==> config.mk <==
export PLATFORM = sky130hd
export DESIGN_NAME = pulse_tone_chan
export DESIGN_NICKNAME = d
export VERILOG_FILES = /design/src/rtl/pulse_tone_pkg.sv /design/src/rtl/pt_divider.sv /design/src/rtl/pt_step_seq.sv /design/src/rtl/pt_level_gate.sv /design/src/rtl/pulse_tone_chan.sv
export SDC_FILE = /design/constraint.sdc
export NUM_CORES = 1
export LEC_CHECK = 0
export ABC_AREA = 0
export CAP_MARGIN = 20
export CORE_MARGIN = 1
export CORE_UTILIZATION = 54
export DETAILED_ROUTE_END_ITERATION = 12
export HOLD_SLACK_MARGIN = 0.08
export PLACE_DENSITY = 0.9
export SLEW_MARGIN = 0
export SYNTH_ARGS = -nofsm -noshare
export SYNTH_HDL_FRONTEND = slang
export SYNTH_SLANG_ARGS = --single-unit
==> constraint.sdc <==
create_clock -name clk -period 4.7 [get_ports clk]
set_input_delay 1.41 -clock clk [delete_from_list [all_inputs] [get_ports clk]]
set_output_delay 1.41 -clock clk [all_outputs]
set_load 0.1 [all_outputs]
==> src/rtl/pulse_tone_pkg.sv <==
// Package: default field widths shared by the pulse tone channel modules.
// Assumes the step counter is one bit wider than the duty code, so that
// a duty code selects up to half of the sequencer steps.
package pulse_tone_pkg;
    parameter int unsigned PT_PER_W  = 12;
    parameter int unsigned PT_DUTY_W = 3;
    parameter int unsigned PT_VOL_W  = 4;
endpackage

==> src/rtl/pt_divider.sv <==
// Module: pt_divider
// Prescaler that emits one tick every (limit+1) enabled cycles. It counts
// up from zero to a limit that is captured from period_i at each wrap, so
// a period change applies only from the next step boundary.
// Assumes: en_i low or reset clears the count and loads the limit.
module pt_divider #(
    parameter int unsigned PER_W = 12
) (
    input  logic             clk,
    input  logic             rst_n,
    input  logic             en_i,
    input  logic [PER_W-1:0] period_i,
    output logic             tick_o
);
    logic [PER_W-1:0] cnt_q;
    logic [PER_W-1:0] lim_q;
    logic             wrap;

    // Purpose: flag the last cycle of the current prescale window.
    always_comb begin
        wrap   = (cnt_q == lim_q);
        tick_o = en_i && wrap;
    end

    // Purpose: advance the count, wrap at the limit and capture a new limit.
    always_ff @(posedge clk) begin
        if (!rst_n || !en_i) begin
            cnt_q <= '0;
            lim_q <= period_i;
        end else if (wrap) begin
            cnt_q <= '0;
            lim_q <= period_i;
        end else begin
            cnt_q <= cnt_q + 1'b1;
        end
    end

    AST_CNT_IN_RANGE: assert property (@(posedge clk) disable iff (!rst_n)
        en_i |-> (cnt_q <= lim_q));
    AST_OFF_CLEARS: assert property (@(posedge clk) disable iff (!rst_n)
        !en_i |=> (cnt_q == '0));
    AST_LIMIT_HELD: assert property (@(posedge clk) disable iff (!rst_n)
        (en_i && !wrap) |=> $stable(lim_q));
endmodule

==> src/rtl/pt_step_seq.sv <==
// Module: pt_step_seq
// Duty sequencer: a wrapping step counter that moves forward on each
// prescaler tick. Assumes tick_i is only high while en_i is high.
module pt_step_seq #(
    parameter int unsigned STEP_W = 4
) (
    input  logic              clk,
    input  logic              rst_n,
    input  logic              en_i,
    input  logic              tick_i,
    output logic [STEP_W-1:0] step_o
);
    logic [STEP_W-1:0] step_q;

    // Purpose: hold at zero while off, otherwise step once per tick.
    always_ff @(posedge clk) begin
        if (!rst_n || !en_i) begin
            step_q <= '0;
        end else if (tick_i) begin
            step_q <= step_q + 1'b1;
        end
    end

    assign step_o = step_q;

    AST_STEP_WAITS: assert property (@(posedge clk) disable iff (!rst_n)
        (en_i && !tick_i) |=> $stable(step_q));
    AST_STEP_WRAPS: assert property (@(posedge clk) disable iff (!rst_n)
        tick_i |=> (step_q == $past(step_q) + 1'b1));
    AST_TICK_NEEDS_EN: assert property (@(posedge clk) disable iff (!rst_n)
        tick_i |-> en_i);
endmodule

==> src/rtl/pt_level_gate.sv <==
// Module: pt_level_gate
// Forms the waveform bit from step and duty, applies the gate and enable
// overrides, and puts the volume word on the output while the bit is high.
// Assumes STEP_W >= DUTY_W. The clock and reset only time the assertions.
module pt_level_gate #(
    parameter int unsigned STEP_W = 4,
    parameter int unsigned DUTY_W = 3,
    parameter int unsigned VOL_W  = 4
) (
    input  logic              clk,
    input  logic              rst_n,
    input  logic [STEP_W-1:0] step_i,
    input  logic [DUTY_W-1:0] duty_i,
    input  logic [VOL_W-1:0]  vol_i,
    input  logic              gate_i,
    input  logic              en_i,
    output logic [VOL_W-1:0]  level_o
);
    logic wave;

    // Purpose: waveform bit, where enable outranks gate and gate outranks duty.
    always_comb begin
        wave    = en_i && (gate_i || (step_i <= STEP_W'(duty_i)));
        level_o = wave ? vol_i : '0;
    end

    AST_OFF_SILENT: assert property (@(posedge clk) disable iff (!rst_n)
        !en_i |-> (level_o == '0));
    AST_GATE_PASS: assert property (@(posedge clk) disable iff (!rst_n)
        (en_i && gate_i) |-> (level_o == vol_i));
    AST_LEVEL_BOUND: assert property (@(posedge clk) disable iff (!rst_n)
        (level_o == '0) || (level_o == vol_i));
endmodule

==> src/rtl/pulse_tone_chan.sv <==
// Module: pulse_tone_chan
// Top of the pulse tone channel: prescaler -> duty sequencer -> level gate.
// Assumes the register fields are held stable by the surrounding decode
// and that rst_n is synchronous to clk.
module pulse_tone_chan
    import pulse_tone_pkg::*;
#(
    parameter int unsigned PER_W  = PT_PER_W,
    parameter int unsigned DUTY_W = PT_DUTY_W,
    parameter int unsigned VOL_W  = PT_VOL_W
) (
    input  logic              clk,
    input  logic              rst_n,
    input  logic [DUTY_W-1:0] duty_i,
    input  logic [VOL_W-1:0]  vol_i,
    input  logic              gate_i,
    input  logic              en_i,
    input  logic [PER_W-1:0]  period_i,
    output logic [VOL_W-1:0]  level_o
);
    localparam int unsigned STEP_W = DUTY_W + 1;

    logic              tick;
    logic [STEP_W-1:0] step;

    pt_divider #(.PER_W(PER_W)) u_div (
        .clk      (clk),
        .rst_n    (rst_n),
        .en_i     (en_i),
        .period_i (period_i),
        .tick_o   (tick)
    );

    pt_step_seq #(.STEP_W(STEP_W)) u_seq (
        .clk    (clk),
        .rst_n  (rst_n),
        .en_i   (en_i),
        .tick_i (tick),
        .step_o (step)
    );

    pt_level_gate #(.STEP_W(STEP_W), .DUTY_W(DUTY_W), .VOL_W(VOL_W)) u_gate (
        .clk     (clk),
        .rst_n   (rst_n),
        .step_i  (step),
        .duty_i  (duty_i),
        .vol_i   (vol_i),
        .gate_i  (gate_i),
        .en_i    (en_i),
        .level_o (level_o)
    );
endmodule

; After elaboration in Yosys (flattened, before gate mapping)
; Index checks and enable logic that the tools add are counted.
[totals]
regBits = 28
wordCells = 18
[op_classes]
addsub = 2
order_cmp = 1
eq_ne = 1
muxes = 3
reduce_logical = 8
[op_table]
columns = cell, n
row1 = $mux 12, 2
row2 = $add 12x1->12 const B, 1
row3 = $eq 12x12->1, 1
row4 = $add 4x1->4 const B, 1
row5 = $le 4x3->1, 1
row6 = $mux 4, 1
row7 = $logic_and 1x1->1, 2
row8 = $logic_not 1->1, 2
row9 = $logic_or 1x1->1, 2
row10 = $reduce_bool 2->1, 1
row11 = $reduce_or 2->1, 1

; Logic depth before layout (Yosys ltp)
[depth]
word_depth = 4
mapped_depth = 7

; Modules after synthesis
; From an unflattened synthesis, not the netlist that was laid out.
[unflattened]
hier_cells = 117
hier_area_um2 = 1306.3
[by_module_without_submodules]
columns = module, instances, cells_per_inst, area_each_um2, seq_area_each_um2
row1 = pt_divider, 1, 82, 1006.0, 600.6
row2 = pt_step_seq, 1, 17, 180.2, 80.1
row3 = pt_level_gate, 1, 18, 120.1, 0.0

; Worst setup path after synthesis
; No wires, ideal clock.
[synth_path]
path_kind = input-to-output
start = in duty_i[1]
end = out level_o[0]
arrival_time_ns = 3.521
setup_slack_ns = -0.231
stages = 7
n_path_buf = 0
path_cell_list = inv_1 ha_1 nor2b_1 o21a_1 o21ai_0 a21oi_1 nor2_1
[synth_via]
elab_chain_len = 4
[synth_rtl]
columns = element, line_no
row1 = "start, declared", pulse_tone_chan.sv:14  ; input logic [DUTY_W-1:0] duty_i,
row2 = $le 4x3->1, pt_level_gate.sv:23  ; wave = en_i && (gate_i || (step_i <= STEP_W'(duty_i)));
row3 = $logic_or 1x1->1, pt_level_gate.sv:23
row4 = $logic_and 1x1->1, pt_level_gate.sv:23
row5 = $mux 4, pt_level_gate.sv:24  ; level_o = wave ? vol_i : '0;
row6 = "end, declared", pulse_tone_chan.sv:19  ; output logic [VOL_W-1:0] level_o
; No other way between the ends.

; Worst setup path in the final report
; Same ends and word-level chain as after synthesis.

==> impl_metrics.py <==
metrics = {
    "critical_path": {
        "r2r-end": "u_div.lim_q[0]",
        "r2r-start": "u_div.cnt_q[5]",
        "crit_type": "input port to output port",
        "regToRegSetupSlack_ns": 2.66,
        "crit_fanout": 4,
        "cp-start-kind": "input port",
        "required_ns": 3.29,
        "r2r_cells": 4,
        "crit_arrival_ns": 3.16,
        "critPathCaptureType": "output port",
    },
    "power_and_ir_drop": {
        "pwr_density_cell_nw_per_um2": 291,
        "power.static_leakage_nw": 0.615,
        "ir_drop_v": 0.000258,
    },
    "placement": {
        "dp.cells": 173,
        "dpl_cell_area_um2": 1620,
        "hpwl_um": 1740,
        "gp_congestion": 0.751,
        "pre_cts_slack_ns": 0.0957,
        "portBuffers": 26,
    },
    "detailed_routing": {
        "first_pass_iters": 4,
        "viasPerCell": 4.99,
        "drt_iter0_markers": 4,
        "drtAntennaViolNets": 0,
        "drt-total-wl_um": 2220,
        "post-route-drc-count": 0,
        "vias": 883,
        "wl_per_cell_um": 12.5,
    },
    "layout": {
        "syn_to_final_growth_pct": 27.5,
        "design_area_um2": 1680,
        "layout.cells.non_filler": 177,
        "antenna_cells": 0,
        "drive_gt1_share_pct": 14.8,
        "nets": 178,
    },
    "clock_tree": {
        "cts_max_path_buffers": 2,
        "cts_setup_buffers": 0,
        "cts_tree": "yes",
        "numCtsBuffers": 3,
        "clk_pin_slew_ns": 0.13,
        "clk_latency_ns": 0.33,
        "root_buffer": "clkbuf_4",
        "h-tree-depth": 1,
        "clock_sinks": 28,
    },
    "yosys": {
        "synth.distinct_cells": 26,
        "synth.avg_cell_area_um2": 10.9,
        "synth.yosys.seq_area_share_pct": 51.6,
        "syn_area_um2": 1320,
        "syn_nets": 149,
        "synthesis.yosys.warnings": 0,
        "netlist_instances": 121,
        "ys_seq_elements": 28,
    },
    "global_route": {
        "grt_first_pass_wirelength_um": 3750,
        "grt_usage_pct": 19.8,
        "grt_overflow": 0,
        "grt_max_degree": 25,
        "grt_antenna_before_repair": 0,
        "grt_pass1_vias": 927,
    },
    "timing": {
        "fin_hold_ws_ns": 0.524,
        "finalWorstPathRequiredPeriod_ns": 4.57,
        "slew_viol_final": 0,
        "worst_slew_pin_slew_ns": 0.358,
        "finalSetupViolCount": 0,
        "hold_viol": 0,
        "post-route-period-util_pct": 97.3,
        "relSlewSlack_pct": 75.8,
        "rsz0062_at_grt": "no",
        "worst_clock_skew_ns": 0.00568,
        "setup_ws_ns": 0.127,
        "tns_ns": 0,
        "timing.fmax_ghz": 0.219,
    },
    "floorplanning": {
        "die-area_um2": 2640,
        "num_rows": 17,
        "initial_core_util_pct": 58.5,
        "fp.dieH_um": 51.4,
        "placeableCoreArea_um2": 2250,
        "io_pins": 27,
        "fp.dieW_um": 51.4,
    },
    "min_path": {
        "hold_path_class": "flop to flop",
        "min_delay_path_depth": 1,
        "holdPathEnd": "u_div.cnt_q[0]",
        "holdCritStartpoint": "u_div.cnt_q[0]",
    },
    "status": {
        "outcome": "complete, no violations",
    },
    "run": {
        "maxCapViolCount": 0,
    },
}
worst max path at each step:
stage	endpoint	depth (start not counted)	start
after global placement	level_o[0]	9	duty_i[1]
after CTS	level_o[1]	9	duty_i[1]
final	level_o[0]	9	duty_i[1]
after floorplan	level_o[0]	7	duty_i[1]
after detailed placement	level_o[1]	9	duty_i[1]
after global routing	level_o[0]	9	duty_i[1]
power by group:
part           total [mW]  switching [mW]  internal [mW]  leakage, nW
Clock               0.154          0.0677         0.0864       0.0279
Combinational      0.0651          0.0318         0.0333        0.336
Sequential          0.271         0.00560          0.265        0.251
Total               0.490           0.105          0.385        0.615
placed cells by master, fill, tap and decap left out, types with 7 or more instances in the layout:
cell	n
clkdlybuf4s50_1	22
edfxtp_1	12
xor2_1	10
nor2_2	10
nor2_1	12
xnor2_1	14
nand2_1	9
inv_1	7
dfxtp_1	16
state kept, by name, summed over array words and instances, names as in the netlist:
register / cells
u_div.lim_q: 12
u_div.cnt_q: 12
u_seq.step_o: 4
synth_stat cells, drive strengths merged:
| cell type | number | area [um^2] |
|---|---|---|
| buf | 2 | 31.3 |
| o21ai | 1 | 5.00 |
| o21a | 1 | 7.51 |
| nor4b | 1 | 8.76 |
| xnor2 | 14 | 123 |
| nor3 | 1 | 5.00 |
| ha | 5 | 62.6 |
| a21o | 1 | 7.51 |
| dfxtp | 16 | 320 |
| nor4 | 1 | 12.5 |
| a21oi | 2 | 10.0 |
| edfxtp | 12 | 360 |
| mux2i | 1 | 10.0 |
| nor3b | 1 | 18.8 |
| or2 | 1 | 8.76 |
| and2 | 1 | 6.26 |
| nand3 | 5 | 25.0 |
| nor2 | 22 | 105 |
| and3 | 2 | 12.5 |
| xor2 | 10 | 87.6 |
| nand2 | 9 | 33.8 |
| nor2b | 1 | 6.26 |
| inv | 7 | 26.3 |
| nand4 | 4 | 25.0 |
metrics by stage:
stage                     util [%]  power (mW)
after CTS                     74.3       0.494
after global routing          74.6       0.507
final                         74.6       0.490
after detailed placement      72.0       0.341
after global placement        72.0       0.339
after floorplan                  -       0.310
cells by family after synthesis:
| group | count (synthesis) | synth area share, % |
|---|---|---|
| adders and majority gates | 5 | 4.74 |
| AOI/OAI and AO/OA | 5 | 2.28 |
| xor gates and xnor gates | 24 | 15.9 |
| muxes | 1 | 0.759 |
| DFF | 28 | 51.6 |
| and+or+nand+nor | 49 | 20.3 |
| buffers and inverters | 9 | 4.36 |
worst max-delay path, stage by stage:
cell,delay (ns)
clkdlybuf4s50_1,0.45
inv_1,0.04
ha_1,0.29
nor2b_1,0.14
o21a_1,0.17
o21ai_1,0.15
a21oi_2,0.10
nor2_1,0.20
buf_12,0.20
metal layers:
metal  wire [um]  global-route usage (%)
met5           0                       0
met4          42                    10.4
met3          82                    3.87
met2        1150                    35.9
met1         948                    21.5
layout make-up:
class / instances / area, um^2
flip-flops and latches: 28 / 681
multi-input cells: 84 / 587
fillers: 161 / 573
repair buffers: 26 / 300
well taps: 28 / 35.0
clock inverters: 1 / 30.0
inverters: 7 / 26.3
clock buffers: 3 / 22.5
what timing repair did:
action / in CTS / in global routing
gates resized for setup: 0 / 3
endpoints found under the setup margin: 0 / 4
hold buffers: 0 / 0
(Power assumes the default switching activity.)
